**src/rtl/bufport_pkg.sv**
```systemverilog
package bufport_pkg;
  typedef enum logic [1:0] {
    REG_CTRL = 2'd0,
    REG_DATA = 2'd1,
    REG_ECC  = 2'd2,
    REG_NONE = 2'd3
  } regSel_e;

  localparam int NUM_BUF  = 2;
  localparam int BUF_BIT  = 8;
  localparam int STEP_BIT = 9;
  localparam int GEN_BIT  = 10;

  typedef struct packed {
    logic stage;
    logic commit;
    logic eccGen;
    logic bufSel;
  } strobe_t;
endpackage

```
**src/rtl/bufport_ctrl.sv**
```systemverilog
module bufport_ctrl
  import bufport_pkg::*;
#(
  parameter int ADDR_W = 5,
  parameter int DATA_W = 64
) (
  input  logic              clk,
  input  logic              rstN,
  input  logic              regValid,
  input  logic              regWrite,
  input  logic [1:0]        regAddr,
  input  logic [DATA_W-1:0] regWdata,
  output strobe_t           strb,
  output logic [ADDR_W-1:0] ptr,
  output logic [DATA_W-1:0] ctrlWord
);
  logic              bufSelQ, stepQ, genQ;
  logic [ADDR_W-1:0] ptrQ;
  logic              ctrlWr, eccAcc;

  assign ctrlWr = regValid && regWrite && (regAddr == REG_CTRL);
  assign eccAcc = regValid && (regAddr == REG_ECC);

  always_ff @(posedge clk) begin
    if (!rstN) begin
      bufSelQ <= 1'b0;
      stepQ   <= 1'b0;
      genQ    <= 1'b0;
      ptrQ    <= '0;
    end else if (ctrlWr) begin
      bufSelQ <= regWdata[BUF_BIT];
      stepQ   <= regWdata[STEP_BIT];
      genQ    <= regWdata[GEN_BIT];
      ptrQ    <= regWdata[ADDR_W-1:0];
    end else if (eccAcc && stepQ) begin
      ptrQ <= ptrQ + ADDR_W'(1);
    end
  end

  always_comb begin
    strb.stage  = regValid && regWrite && (regAddr == REG_DATA);
    strb.commit = eccAcc && regWrite;
    strb.eccGen = genQ;
    strb.bufSel = bufSelQ;
    ptr         = ptrQ;
    ctrlWord    = '0;
    ctrlWord[ADDR_W-1:0] = ptrQ;
    ctrlWord[BUF_BIT]    = bufSelQ;
    ctrlWord[STEP_BIT]   = stepQ;
    ctrlWord[GEN_BIT]    = genQ;
  end

  // stepping moves the pointer by one, modulo the buffer size
  assert_ptr_step_R5: assert property (@(posedge clk) disable iff (!rstN)
    (eccAcc && stepQ) |=> (ptrQ == $past(ptrQ) + ADDR_W'(1)));

  // data register accesses leave the pointer alone
  assert_ptr_hold_R5: assert property (@(posedge clk) disable iff (!rstN)
    (regValid && regAddr == REG_DATA) |=> $stable(ptrQ));

  // control write repositions the pointer
  assert_ptr_load_R9: assert property (@(posedge clk) disable iff (!rstN)
    ctrlWr |=> (ptrQ == $past(regWdata[ADDR_W-1:0])));
endmodule

```
**src/rtl/bufport_dp.sv**
```systemverilog
module bufport_dp
  import bufport_pkg::*;
#(
  parameter int ADDR_W = 5,
  parameter int DATA_W = 64
) (
  input  logic              clk,
  input  logic              rstN,
  input  strobe_t           strb,
  input  logic [ADDR_W-1:0] ptr,
  input  logic [1:0]        regAddr,
  input  logic [DATA_W-1:0] regWdata,
  input  logic [DATA_W-1:0] ctrlWord,
  output logic [DATA_W-1:0] regRdata
);
  localparam int DEPTH = 2 ** ADDR_W;
  localparam int ECC_W = DATA_W / 8;

  logic [DATA_W-1:0] stagedQ;
  logic [ECC_W-1:0]  genEcc, storeEcc;
  logic [DATA_W-1:0] memData [NUM_BUF][DEPTH];
  logic [ECC_W-1:0]  memEcc  [NUM_BUF][DEPTH];

  for (genvar i = 0; i < ECC_W; i++) begin : g_par
    assign genEcc[i] = ^stagedQ[i*8 +: 8];
  end

  assign storeEcc = strb.eccGen ? genEcc : regWdata[ECC_W-1:0];

  always_ff @(posedge clk) begin
    if (!rstN) stagedQ <= '0;
    else if (strb.stage) stagedQ <= regWdata;
  end

  always_ff @(posedge clk) begin
    if (strb.commit) begin
      memData[strb.bufSel][ptr] <= stagedQ;
      memEcc[strb.bufSel][ptr]  <= storeEcc;
    end
  end

  always_comb begin
    case (regSel_e'(regAddr))
      REG_CTRL: regRdata = ctrlWord;
      REG_DATA: regRdata = memData[strb.bufSel][ptr];
      REG_ECC:  regRdata = {{(DATA_W-ECC_W){1'b0}}, memEcc[strb.bufSel][ptr]};
      default:  regRdata = '0;
    endcase
  end

  // a commit stores the word staged before it
  assert_commit_data_R2: assert property (@(posedge clk) disable iff (!rstN)
    strb.commit |=> (memData[$past(strb.bufSel)][$past(ptr)] == $past(stagedQ)));

  // staging alone never commits
  assert_stage_only_R2: assert property (@(posedge clk) disable iff (!rstN)
    (strb.stage && !strb.commit) |=> $stable(memData[$past(strb.bufSel)][$past(ptr)]));
endmodule

```
**src/rtl/buf_access_port.sv**
```systemverilog
module buf_access_port
  import bufport_pkg::*;
#(
  parameter int ADDR_W = 5,
  parameter int DATA_W = 64
) (
  input  logic              clk,
  input  logic              rstN,
  input  logic              regValid,
  input  logic              regWrite,
  input  logic [1:0]        regAddr,
  input  logic [DATA_W-1:0] regWdata,
  output logic [DATA_W-1:0] regRdata
);
  strobe_t           strb;
  logic [ADDR_W-1:0] ptr;
  logic [DATA_W-1:0] ctrlWord;

  bufport_ctrl #(.ADDR_W(ADDR_W), .DATA_W(DATA_W)) u_ctrl (
    .clk(clk), .rstN(rstN), .regValid(regValid), .regWrite(regWrite),
    .regAddr(regAddr), .regWdata(regWdata), .strb(strb), .ptr(ptr),
    .ctrlWord(ctrlWord)
  );

  bufport_dp #(.ADDR_W(ADDR_W), .DATA_W(DATA_W)) u_dp (
    .clk(clk), .rstN(rstN), .strb(strb), .ptr(ptr), .regAddr(regAddr),
    .regWdata(regWdata), .ctrlWord(ctrlWord), .regRdata(regRdata)
  );
endmodule

```
**config.mk**
```make
export PLATFORM = sky130hd
export DESIGN_NAME = buf_access_port
export DESIGN_NICKNAME = d
export VERILOG_FILES = /design/src/rtl/bufport_pkg.sv /design/src/rtl/bufport_ctrl.sv /design/src/rtl/bufport_dp.sv /design/src/rtl/buf_access_port.sv
export SDC_FILE = /design/constraint.sdc
export NUM_CORES = 2
export LEC_CHECK = 0
export ABC_CLOCK_PERIOD_IN_PS = 6800
export BUFFER_PORTS_ARGS = -buffer_cell sky130_fd_sc_hd__clkbuf_2
export CAP_MARGIN = 10
export CELL_PAD_IN_SITES_DETAIL_PLACEMENT = 1
export CELL_PAD_IN_SITES_GLOBAL_PLACEMENT = 1
export CORE_ASPECT_RATIO = 0.9
export CORE_MARGIN = 2
export CORE_UTILIZATION = 45
export CTS_CLUSTER_SIZE = 25
export DETAILED_ROUTE_END_ITERATION = 16
export PLACE_DENSITY_LB_ADDON = 0.3
export SYNTH_ARGS = -nofsm -noshare
export SYNTH_HDL_FRONTEND = slang
export SYNTH_MEMORY_MAX_BITS = 65536
export SYNTH_SLANG_ARGS = --single-unit
```
**constraint.sdc**
```tcl
create_clock -name clk -period 6.8 [get_ports clk]
set_input_delay 0.68 -clock clk [delete_from_list [all_inputs] [get_ports clk]]
set_output_delay 0.68 -clock clk [all_outputs]
set_load 0.02 [all_outputs]
```
==> load_flow_metrics.sql <==
INSERT INTO impl_metrics (metric_group, metric, value, unit) VALUES
('run_status', 'outcome', 'completed', ''),
('worst_hold_path', 'timing.hold.worst.class', 'in2reg', ''),
('synthesis', 'synth-seq-area-share', '78.2', '%'),
('clocking', 'cts_htree_levels', '5', ''),
('clocking', 'clkSinkCount', '4681', ''),
('setup_path', 'crit_type', 'reg2out', ''),
('synthesis', 'syn_area', '0.179', 'mm2'),
('drt', 'wire_per_inst', '39.7', 'um'),
('global_routing', 'groute.layer.met1.usage', '38.2', '%'),
('cells_and_area', 'num-nets-final', '8211', ''),
('drt', 'vias', '89800', ''),
('sta', 'clock.fmax', '160', 'MHz'),
('setup_path', 'crit_chain', 'buf_12 > buf_4 > mux4_2 > mux2i_1 > o22ai_1 > a211oi_1 > nor2_1 > clkbuf_2', ''),
('global_routing', 'grt_start_max_net_pins', '125', ''),
('sta', 'max_slew_margin', '7.37', '%'),
('sta', 'final.period_utilization', '91.7', '%'),
('setup_path', 'critical_path.n_buffers_inverters', '3', ''),
('clocking', 'worstSkewPairLatency', '1.02', 'ns'),
('job', 'cap_viol_max_count', '0', ''),
('die', 'chip_width', '668', 'um'),
('setup_path', 'critical-path-top-delay-family', 'buffers and inverters', ''),
('sta', 'finalMaxSlewViolations', '0', ''),
('power_and_ir_drop', 'p_leak', '63.5', 'nW'),
('global_routing', 'grt_pass1_vias', '91000', ''),
('drt', 'detailedRoute.firstIterationViolations', '13200', ''),
('global_routing', 'groute.layer.met2.usage', '42.9', '%'),
('synthesis', 'postSynthRegisterBits', '4681', ''),
('place', 'dp.final_hpwl', '293000', 'um'),
('sta', 'final-hold-violation-count', '0', ''),
('global_routing', 'gr-usage-all-layers', '27.2', '%'),
('die', 'chipHeight', '602', 'um'),
('synthesis', 'yosysWarningCount', '0', ''),
('die', 'initial_core_util', '45.2', '%'),
('drt', 'postRouteAntennaNets', '0', ''),
('drt', 'drcViolationCount', '0', ''),
('setup_path', 'rrSetupSlack', '1.96', 'ns'),
('power_and_ir_drop', 'max-vdd-ir-drop', '0.000242', 'V'),
('cells_and_area', 'share_of_layout_cells_above_drive_strength_1', '29.8', '%'),
('synthesis', 'syn_inst', '7570', ''),
('sta', 'setup_viol', '0', ''),
('place', 'io_buffer_count', '133', ''),
('clocking', 'clock_tree.buffer_depth', '4', ''),
('setup_path', 'critical_path.endpoint_type', 'output port', ''),
('die', 'coreArea', '0.395', 'mm2'),
('drt', 'totalWireLength', '550000', 'um'),
('setup_path', 'critical_path.max_stage_delay', '0.87', 'ns'),
('global_routing', 'grt_pass1_wl', '756000', 'um'),
('die', 'die_area', '0.402', 'mm2'),
('cells_and_area', 'final_cell_mix', 'sky130_fd_sc_hd__edfxtp_1 (4,608), sky130_fd_sc_hd__mux4_2 (1,265), sky130_fd_sc_hd__clkbuf_16 (457)', ''),
('cells_and_area', 'cell_area_after_layout', '0.203', 'mm2'),
('setup_path', 'setup.worst_path.start_class', 'register', ''),
('drt', 'avgViaCountPerCell', '6.49', ''),
('sta', 'worst-slew-pin-transition', '1.39', 'ns'),
('cells_and_area', 'layout.cells.most_common', 'sky130_fd_sc_hd__edfxtp_1', ''),
('setup_path', 'worstPathRequired', '6.12', 'ns'),
('die', 'rows', '219', ''),
('sta', 'fin_crit', '6.24', 'ns'),
('setup_path', 'cpMaxStageDelayCell', 'sky130_fd_sc_hd__dfxtp_4', ''),
('synthesis', 'synth_edf_count', '4608', ''),
('setup_path', 'largest_fanout_on_the_critical_path', '114', ''),
('setup_path', 'worst-endpoint-arrival', '5.56', 'ns'),
('global_routing', 'grt_overflow_total', '0', ''),
('synthesis', 'postSynth.asyncResetShare', '0', '%'),
('drt', 'drt_pre_antenna_iters', '6', ''),
('clocking', 'numCtsBuffers', '451', ''),
('synthesis', 'synth.distinct_cells', '58', ''),
('place', 'placedInstanceArea', '0.188', 'mm2'),
('global_routing', 'grt_antenna_before_repair', '19', ''),
('clocking', 'cts_root_buffer', 'sky130_fd_sc_hd__clkbuf_16', ''),
('power_and_ir_drop', 'power.total', '57.8', 'mW'),
('synthesis', 'synth_nets', '7644', ''),
('clocking', 'cts_tree', 'yes', ''),
('synthesis', 'synthesis.area_per_instance', '23.6', 'um2'),
('cells_and_area', 'area_delta_synth_final', '13.7', '%'),
('sta', 'fin_skew', '0.0674', 'ns'),
('power_and_ir_drop', 'pwr_density_cell', '284', 'mW/mm2'),
('place', 'gpl.final_weighted_congestion', '0.823', ''),
('die', 'top_level_ports', '134', ''),
('synthesis', 'ys_dominant_reg_cell', 'sky130_fd_sc_hd__edfxtp_1', ''),
('global_routing', 'top_usage_layer', 'met2', ''),
('global_routing', 'use_met3', '5.26', '%'),
('sta', 'rsz0062_at_grt', 'false', ''),
('clocking', 'clk_pin_slew', '0.06', 'ns');
## cells in the mapped netlist (5+ instances only)
cell / n / share of area (%)
sky130_fd_sc_hd__nand2_1: 198 / 0.42
sky130_fd_sc_hd__buf_2: 123 / 0.34
sky130_fd_sc_hd__a221oi_1: 18 / 0.088
sky130_fd_sc_hd__a32oi_1: 5 / 0.024
sky130_fd_sc_hd__edfxtp_1: 4608 / 77
sky130_fd_sc_hd__o21ai_0: 26 / 0.073
sky130_fd_sc_hd__buf_4: 45 / 0.19
sky130_fd_sc_hd__buf_1: 68 / 0.14
sky130_fd_sc_hd__a211oi_1: 11 / 0.046
sky130_fd_sc_hd__nor2b_1: 9 / 0.031
sky130_fd_sc_hd__mux4_2: 1265 / 16
sky130_fd_sc_hd__buf_6: 30 / 0.19
sky130_fd_sc_hd__nand2b_1: 9 / 0.031
sky130_fd_sc_hd__clkbuf_1: 145 / 0.30
sky130_fd_sc_hd__dfxtp_1: 73 / 0.82
sky130_fd_sc_hd__nor3_1: 23 / 0.064
sky130_fd_sc_hd__a21oi_1: 77 / 0.22
sky130_fd_sc_hd__o22ai_1: 107 / 0.37
sky130_fd_sc_hd__o211ai_1: 8 / 0.034
sky130_fd_sc_hd__nand4_1: 9 / 0.031
sky130_fd_sc_hd__mux2_2: 6 / 0.038
sky130_fd_sc_hd__nor2_1: 114 / 0.24
sky130_fd_sc_hd__mux2i_1: 319 / 1.8
sky130_fd_sc_hd__a22oi_1: 46 / 0.19
sky130_fd_sc_hd__xnor2_1: 57 / 0.28
sky130_fd_sc_hd__a31oi_1: 8 / 0.028
sky130_fd_sc_hd__a22o_1: 5 / 0.024
sky130_fd_sc_hd__nand3_1: 21 / 0.059
sky130_fd_sc_hd__a21boi_0: 71 / 0.30
## worst min-delay path: cells and delay by family
family	cells	cell delay (ns)
compound gates	1	0.06
simple gates	1	0.08
buf+inv	1	0.17
## layer usage
metal,vias to the layer above,share of wire (%)
li1,33600,-
met5,-,0.0082
met2,5646,47
met4,6,4.1
met1,49500,38
met3,1032,10
## flip-flops by register name, indices dropped and copies added (netlist names), named ones only
signal and count:
u_ctrl.genQ 1, u_ctrl.ptr 5, u_ctrl.bufSelQ 1, u_dp.memData 4096, u_ctrl.stepQ 1, u_dp.memEcc 512, u_dp.stagedQ 64
## area by class of cell
| type | instances | area, um2 |
|---|---|---|
| antenna | 16 | 40.0 |
| inverter | 5 | 33.8 |
| clock inverter | 280 | 2650 |
| clock buffer | 557 | 11900 |
| fill | 34000 | 192000 |
| timing repair buffer | 525 | 4550 |
| multi-input combinational | 2473 | 37500 |
| sequential | 4681 | 140000 |
| tap | 5304 | 6640 |
## logic make-up after synthesis
kind of cell / synth area share [%]
flops: 78.2
buf+inv: 1.18
xor+xnor: 0.279
compound gates: 1.57
fa+ha+maj: 0.0280
simple gates: 0.958
mux: 17.8
## worst paths after layout
kind | startpoint | to | cells after the start
worst min register to register | u_ctrl.stepQ | u_ctrl.stepQ | 2
worst min-delay path | regWdata[5] | u_dp.stagedQ[5] | 3
worst max-delay path | u_ctrl.ptr[0] | regRdata[20] | 8
worst max register to register | u_ctrl.ptr[1] | u_dp.memData[1][1335] | 5
## timing repair
item | CTS | global route
resized for setup | 0 | 0
hold buffers | 54 | 0
endpoints found under the hold margin | 55 | 0
buffers inserted | 0 | 0
endpoints found under the setup margin | 0 | 0
## metrics by stage
| stage | setup TNS (ns) | utilization [%] | std cells | hold WS [ns] | setup slack, ns |
|---|---|---|---|---|---|
| 3_3_place_gp | 0 | 47.5 | 12900 | 0.495 | 1.59 |
| 5_1_grt | 0 | 51.4 | 13800 | 0.0530 | 0.515 |
| 2_1_floorplan | -26.23 | - | 7570 | 0.466 | -0.182 |
| 6_report | 0 | 51.4 | 13800 | 0.0592 | 0.563 |
| 4_1_cts | 0 | 51.4 | 13800 | 0.0112 | 0.504 |
| 3_5_place_dp | 0 | 47.6 | 12900 | 0.516 | 1.57 |
## power breakdown
group	total, mW	switching, mW	internal [mW]
Clock	24.9	11.1	13.9
Sequential	31.5	0.0332	31.4
Combinational	1.38	0.896	0.486
Note: power is estimated with default switching activity, not from simulation.
